==> src/rtl/tws_pkg.sv <==
package tws_pkg;
    localparam int SR_W   = 8;
    localparam int N_ERR  = 3;
    localparam int B_EVF  = 7;
    localparam int B_TRA  = 5;
    localparam int B_BUSY = 4;
    localparam int B_BTF  = 3;
    localparam int B_ADSL = 2;
    localparam int E_ACK  = 0;
    localparam int E_STOP = 1;
    localparam int E_BERR = 2;

    typedef struct packed {
        logic             busy;
        logic             btf;
        logic             tra;
        logic             adsl;
        logic [N_ERR-1:0] err;
    } flags_t;

    function automatic logic [SR_W-1:0] pack_status(flags_t f, logic en);
        logic [SR_W-1:0] s;
        s         = '0;
        s[B_EVF]  = en & (f.btf | f.adsl | (|f.err));
        s[B_TRA]  = f.tra;
        s[B_BUSY] = f.busy;
        s[B_BTF]  = f.btf;
        s[B_ADSL] = f.adsl;
        return s;
    endfunction
endpackage

==> src/rtl/tws_busy_trk.sv <==
module tws_busy_trk (
    input  logic clk,
    input  logic rst,
    input  logic start_i,
    input  logic stop_i,
    output logic busy_o
);
    always_ff @(posedge clk) begin
        if (rst)          busy_o <= 1'b0;
        else if (start_i) busy_o <= 1'b1;
        else if (stop_i)  busy_o <= 1'b0;
    end
endmodule

==> src/rtl/tws_err_flags.sv <==
module tws_err_flags #(
    parameter int N = 3
) (
    input  logic         clk,
    input  logic         rst,
    input  logic         en,
    input  logic [N-1:0] set_i,
    input  logic         clr_i,
    output logic [N-1:0] err_o
);
    for (genvar i = 0; i < N; i++) begin : g_err
        always_ff @(posedge clk) begin
            if (rst || !en)    err_o[i] <= 1'b0;
            else if (set_i[i]) err_o[i] <= 1'b1;
            else if (clr_i)    err_o[i] <= 1'b0;
        end
    end
endmodule

==> src/rtl/tws_xfer_flags.sv <==
module tws_xfer_flags (
    input  logic clk,
    input  logic rst,
    input  logic en,
    input  logic irq_en,
    input  logic ack_en,
    input  logic byte_done_i,
    input  logic byte_tx_i,
    input  logic addr_match_i,
    input  logic stop_i,
    input  logic rd_sr1_i,
    input  logic rd_dr_i,
    input  logic wr_dr_i,
    output logic btf_o,
    output logic tra_o,
    output logic adsl_o,
    output logic irq_o
);
    logic armed_q;
    logic btf_set, btf_clr, btf_d, tra_d, adsl_d, armed_d, dr_acc;

    always_comb begin
        dr_acc  = rd_dr_i | wr_dr_i;
        btf_set = byte_done_i & (byte_tx_i | ack_en);
        btf_clr = armed_q & ((tra_o & wr_dr_i) | (!tra_o & rd_dr_i));
        btf_d   = btf_set | (btf_o & !btf_clr);
        if (btf_set)             tra_d = byte_tx_i;
        else if (stop_i || !btf_d) tra_d = 1'b0;
        else                     tra_d = tra_o;
        if (dr_acc)                   armed_d = 1'b0;
        else if (rd_sr1_i && btf_o)   armed_d = 1'b1;
        else                          armed_d = armed_q;
        adsl_d = addr_match_i | (adsl_o & !rd_sr1_i);
    end

    always_ff @(posedge clk) begin
        if (rst || !en) begin
            btf_o   <= 1'b0;
            tra_o   <= 1'b0;
            adsl_o  <= 1'b0;
            armed_q <= 1'b0;
            irq_o   <= 1'b0;
        end else begin
            btf_o   <= btf_d;
            tra_o   <= tra_d;
            adsl_o  <= adsl_d;
            armed_q <= armed_d;
            irq_o   <= irq_en & ((btf_d & !btf_o) | (adsl_d & !adsl_o));
        end
    end
endmodule

==> src/rtl/tws_status_ctrl.sv <==
module tws_status_ctrl
    import tws_pkg::*;
(
    input  logic             clk,
    input  logic             rst,
    input  logic             en,
    input  logic             irq_en,
    input  logic             ack_en,
    input  logic             ev_start,
    input  logic             ev_stop,
    input  logic             ev_byte_done,
    input  logic             ev_byte_tx,
    input  logic             ev_addr_match,
    input  logic             ev_ack_fail,
    input  logic             ev_bus_err,
    input  logic             rd_sr1,
    input  logic             rd_sr2,
    input  logic             rd_dr,
    input  logic             wr_dr,
    output logic [SR_W-1:0]  status_o,
    output logic [N_ERR-1:0] err_o,
    output logic             irq_o,
    output logic             stretch_o
);
    flags_t           fl;
    logic [N_ERR-1:0] err_set;

    always_comb begin
        err_set         = '0;
        err_set[E_ACK]  = ev_ack_fail;
        err_set[E_STOP] = ev_stop;
        err_set[E_BERR] = ev_bus_err;
    end

    tws_busy_trk u_busy (
        .clk(clk), .rst(rst), .start_i(ev_start), .stop_i(ev_stop), .busy_o(fl.busy)
    );

    tws_xfer_flags u_xfer (
        .clk(clk), .rst(rst), .en(en), .irq_en(irq_en), .ack_en(ack_en),
        .byte_done_i(ev_byte_done), .byte_tx_i(ev_byte_tx),
        .addr_match_i(ev_addr_match), .stop_i(ev_stop),
        .rd_sr1_i(rd_sr1), .rd_dr_i(rd_dr), .wr_dr_i(wr_dr),
        .btf_o(fl.btf), .tra_o(fl.tra), .adsl_o(fl.adsl), .irq_o(irq_o)
    );

    tws_err_flags #(.N(N_ERR)) u_err (
        .clk(clk), .rst(rst), .en(en), .set_i(err_set), .clr_i(rd_sr2), .err_o(fl.err)
    );

    always_comb begin
        status_o  = pack_status(fl, en);
        err_o     = fl.err;
        stretch_o = fl.btf | fl.adsl;
    end
endmodule

==> config.mk <==
export PLATFORM = sky130hd
export DESIGN_NAME = tws_status_ctrl
export DESIGN_NICKNAME = d
export VERILOG_FILES = /design/src/rtl/tws_pkg.sv /design/src/rtl/tws_busy_trk.sv /design/src/rtl/tws_err_flags.sv /design/src/rtl/tws_xfer_flags.sv /design/src/rtl/tws_status_ctrl.sv
export SDC_FILE = /design/constraint.sdc
export NUM_CORES = 1
export LEC_CHECK = 0
export ABC_AREA = 1
export CAP_MARGIN = 10
export CELL_PAD_IN_SITES_DETAIL_PLACEMENT = 0
export CELL_PAD_IN_SITES_GLOBAL_PLACEMENT = 2
export CORE_MARGIN = 3
export CORE_UTILIZATION = 14
export CTS_BUF_LIST = sky130_fd_sc_hd__clkbuf_16
export DETAILED_ROUTE_END_ITERATION = 6
export PLACE_DENSITY_LB_ADDON = 0.1
export SYNTH_ARGS = -nofsm -noshare
export SYNTH_HDL_FRONTEND = slang
export SYNTH_HIERARCHICAL = 1
export SYNTH_SLANG_ARGS = --single-unit
==> constraint.sdc <==
create_clock -name clk -period 0.85 [get_ports clk]
set_clock_uncertainty 0.15 [all_clocks]
set_input_delay 0.085 -clock clk [delete_from_list [all_inputs] [get_ports clk]]
set_output_delay 0.085 -clock clk [all_outputs]
set_load 0.005 [all_outputs]
# Word-level counts from Yosys, hierarchy flattened
# Cells that the tools add are included.
[totals]
word_cells = 52
mem_count = 0
latch_bits = 0
out_inout_bits = 13
ramBits = 0
mem_bits_ro = 0
reg_bits = 9
[op_classes]
mux = 8
n_reduce_logical = 17
bitwise = 18
multipliers = 0
n_eq_ne = 0
addsub = 0
div_mod_pow = 0
shift = 0
order_cmp = 0
[ops]
columns = ["op", "n"]
rows = [
  ["bitwise AND 1 bit", 10],
  ["nonzero test 2 bit", 5],
  ["2-to-1 mux 1 bit", 8],
  ["bitwise OR 1 bit", 8],
  ["zero test 1 bit", 7],
  ["OR reduction 3 bit", 1],
  ["logical OR 1 bit", 2],
  ["OR reduction 2 bit", 1],
  ["logical AND 1 bit", 1],
]

# Longest topological paths before layout
# Gate-level depths: netlist of run 1.
[logic_depth]
word_depth = 11
depth_mapped = 5
depth_no_buf = 5

# Modules after synthesis
# The synthesis of run 1 kept the hierarchy.
[by_module_without_submodules]
columns = ["module", "seq_area_each_um2", "area_each_um2", "cells_per_inst", "n_inst"]
rows = [
  ["tws_xfer_flags", 100.1, 230.2, 35, 1],
  ["tws_err_flags", 60.1, 111.4, 15, 1],
  ["tws_status_ctrl", 0.0, 56.3, 11, 1],
  ["tws_busy_trk", 20.0, 40.0, 5, 1],
]

# Worst setup path after synthesis of run 1
# No wires, ideal clock.
[synth_path]
path_type = "register -> register"
startpoint = "register u_xfer.tra_o"
endpoint = "register u_xfer.btf_o"
setup_ps = 114
synth_period_minus_slack_ps = 938
path_stages_with_launch = 6
path_buffers = 0
setup_slack_ps = -88
arrival_time_ps = 674
path_cell_list = "dfxtp_1 -> inv_1 -> nand2_1 -> nand3_1 -> a21oi_1 -> nor2_1"
[synth_between]
elab_chain_len = 7
[synth_lines]
columns = ["item", "line", "text"]
rows = [
  ["start, declared", "tws_xfer_flags.sv:15", "output logic tra_o,"],
  ["start signal, assigned", "tws_xfer_flags.sv:45", "tra_o <= tra_d;"],
  ["zero test 1 bit", "tws_xfer_flags.sv:25", "btf_clr = armed_q & ((tra_o & wr_dr_i) | (!tra_o & rd_dr_i));"],
  ["bitwise AND 1 bit", "tws_xfer_flags.sv:25", ""],
  ["bitwise OR 1 bit *", "tws_xfer_flags.sv:25", ""],
  ["bitwise AND 1 bit *", "tws_xfer_flags.sv:25", ""],
  ["zero test 1 bit *", "tws_xfer_flags.sv:26", "btf_d = btf_set | (btf_o & !btf_clr);"],
  ["bitwise AND 1 bit *", "tws_xfer_flags.sv:26", ""],
  ["bitwise OR 1 bit *", "tws_xfer_flags.sv:26", ""],
  ["end signal, assigned", "tws_xfer_flags.sv:44", "btf_o <= btf_d;"],
  ["end, declared", "tws_xfer_flags.sv:14", "output logic btf_o,"],
]
# Every way passes the cells marked *; elsewhere a longest branch is shown, timed or not.
# A chain may end at the register's enable or synchronous reset.

# Final worst setup path of run 1
[layout_path]
startpoint = "register u_xfer.adsl_o"
endpoint = "output status_o[7]"
[layout_between]
elab_chain_len = 3
[layout_lines]
columns = ["item", "line", "text"]
rows = [
  ["start, declared", "tws_xfer_flags.sv:16", "output logic adsl_o,"],
  ["start signal, assigned", "tws_xfer_flags.sv:46", "adsl_o <= adsl_d;"],
  ["bitwise OR 1 bit (2 in series)", "tws_pkg.sv:24", "s[B_EVF] = en & (f.btf | f.adsl | (|f.err));"],
  ["bitwise AND 1 bit", "tws_pkg.sv:24", ""],
  ["end, declared", "tws_status_ctrl.sv:20", "output logic [SR_W-1:0] status_o,"],
]
# Every way passes these cells.

==> results of run 1 <==
## power by group through the flow
stage / clock network [mW] / logic [mW] / registers (mW)
2_1_floorplan: 0 / 0.0751 / 0.463
3_3_place_gp: 0 / 0.248 / 0.458
3_5_place_dp: 0 / 0.248 / 0.458
4_1_cts: 0.846 / 0.262 / 0.456
5_1_grt: 0.873 / 0.316 / 0.460
6_report: 0.826 / 0.285 / 0.459
## metrics by stage
step           setup slack, ns  hold WS (ns)  area (µm²)  power (mW)  setup TNS, ns
6_report                -0.340        0.0901        1000        1.57          -2.47
4_1_cts                 -0.359         0.104         935        1.56          -2.86
2_1_floorplan          -0.0527      -0.00256         447       0.538        -0.0922
3_3_place_gp            -0.561         0.308         810       0.707          -5.93
5_1_grt                 -0.405         0.125        1000        1.65          -3.01
3_5_place_dp            -0.570         0.310         810       0.706          -5.89
## how the worst min path moves through the flow
stage	startpoint	to
2_1_floorplan	rst	u_busy/busy_o
3_3_place_gp	u_busy/busy_o	u_busy/busy_o
3_5_place_dp	u_busy/busy_o	u_busy/busy_o
4_1_cts	rst	u_busy/busy_o
5_1_grt	rst	u_busy/busy_o
6_report	ev_stop	u_busy/busy_o
## logic make-up after synthesis
family,Yosys count,synth area share
flip-flops,9,0.411
buffers and inverters,21,0.206
other,1,0.00856
AND/OR/NAND/NOR,27,0.266
AO/OA/AOI/OAI,8,0.109
## worst max-delay path, stage by stage (launching register included)
cell	delay, ns
dfxtp_2	0.32
nor2_4	0.12
nand3_2	0.07
nand2_2	0.06
inv_1	0.03
buf_2	0.11
## final cells by class
class | instances | area share
inverter | 18 | 0.0674
multi-input combinational | 38 | 0.235
sequential | 9 | 0.189
clock buffer | 3 | 0.0749
clock inverter | 1 | 0.00375
timing repair buffer | 39 | 0.378
tap | 42 | 0.0524
## registers in the layout (all words and copies together), names as in the netlist
signal          cells
u_xfer/btf_o        1
u_busy/busy_o       1
u_xfer/armed_q      1
u_xfer/adsl_o       1
u_xfer/irq_o        1
u_xfer/tra_o        1
u_err/err_o         3
## Yosys cell counts, drive strengths merged
cell type	instances	share of area
inv	18	0.15
nand2	15	0.14
dfxtp	9	0.41
a21oi	8	0.11
nor2	7	0.066
nand3	4	0.046
buf	3	0.051
conb	1	0.0086
nor4	1	0.014
## timing repair
item                                    CTS  global route
buffers inserted                          2             3
endpoints found under the setup margin   18            16
pin swaps                                 5             9
resized for setup                        63            21
endpoints found under the hold margin     0             0
## per-layer routing
metal | vias up | track usage | wire length (µm)
met5 | - | 0 | 0
met4 | 0 | 0.0455 | 40
met3 | 4 | 0.0310 | 89
met2 | 17 | 0.120 | 642
met1 | 218 | 0.0928 | 504
li1 | 273 | - | -
==> impl_metrics.csv, run 1 <==
group,metric,value,unit
grt,grt_start_max_net_pins,6,
critical_path,setup.worst_path.end_class,"primary output",
cells_and_area,drive_gt1_frac,0.519,
yosys,synth-seq-area-share,0.411,
yosys,synth_area,438,µm²
timing,fmax,841,MHz
outcome,violations,"negative setup slack",
yosys,ys.warnings.count,6,
critical_path,r2r_start,"u_xfer/btf_o",
cts,clock_tree.buffer_depth,2,
routing,drc,0,
cts,cts_tree,"done",
die,die-area,3840,µm²
timing,setup_violations,16,
critical_path,r2r_end,"u_xfer/armed_q",
outcome,outcome,"finished with violations",
place,hpwlAfterDp,1030,µm
place,gp_congestion,0.663,
die,initial_core_util,0.152,
place,port_buffers,25,
die,core,2880,µm²
critical_path,reg2reg_slack,-0.17,ns
routing,routed_via_density,3.41,
grt,grt_antenna_before_repair,0,
min_path,hold_path_class,"input port to flip-flop",
die,rows,19,
timing,period_share,1.40,
cells_and_area,area_growth,129,%
critical_path,worst_ep_required_time,0.61,ns
routing,drt_iter0_markers,1,
cells_and_area,multi_input_area,235,µm²
yosys,syn_area_per_cell,6.64,µm²
cts,clock_latency,0.23,ns
grt,grt_first_pass_wirelength,2110,µm
critical_path,endpoint,"status_o[7]",
yosys,ys_ff_latch,9,
critical_path,critical_path_arrival,0.95,ns
cts,clock_sinks,9,
cts,hold_buffers,0,
timing,setup_slack,-0.340,ns
critical_path,crit_path_start,"u_xfer/adsl_o",
pwr,power_density,1570,nW/µm²
timing,rsz0062_at_grt,"true",
cells_and_area,seqCellArea,189,µm²
pwr,leakagePower,0.499,nW
grt,grt_usage,0.0784,
min_path,hold_depth,5,
timing,period_needed,1.19,ns
routing,vias,512,
pwr,seq_power_share,0.292,
routing,postRouteAntennaNets,0,
cts,path_clk_slew,0.04,ns
cells_and_area,nets,125,
timing,finalMaxSlewViolations,0,
timing,hold_viol,0,
pwr,swShare,0.212,
die,pin_count,29,
grt,grt_pass1_vias,470,
critical_path,worstSetupPathType,"flip-flop to primary output",
cells_and_area,antennaDiodeCount,0,
cts,cts_root_buffer,"clkbuf_16",
routing,wl_per_cell,8.51,µm
pwr,pwr-share-comb,0.182,
critical_path,cp-start-kind,"flip-flop",
routing,dr.pass1.iters,4,
grt,grt_overflow,0,
cts,numCtsBuffers,3,
routing,drt_wl_total,1280,µm
cells_and_area,fin_cells,150,
cts,htreeDepth,1,
die,die_h,61.9,µm
cells_and_area,fillers,320,
flow_run,max_cap_violations,0,
pwr,intPower,1.24,mW
pwr,pwr-share-clk,0.526,
critical_path,path_max_fanout,2,
yosys,syn_inst,66,
cells_and_area,utilization,0.348,
critical_path,ff2ff_path_depth,4,
place,dp_cells,143,
pwr,power.switching,333,µW
yosys,synth_cell_types,13,
pwr,peakVddDrop,0.773,mV
die,dieWidth,61.9,µm
cells_and_area,final_cell_mix,"inv_1 (15), buf_6 (15), clkdlybuf4s50_1 (12)",
Power figures use the tool's default switching activity.
==> run 2, diff against run 1 <==
- CAP_MARGIN: 10 -> 20
==> results of run 2 <==
Final layout, timing and power as in run 1 (identical DEF).
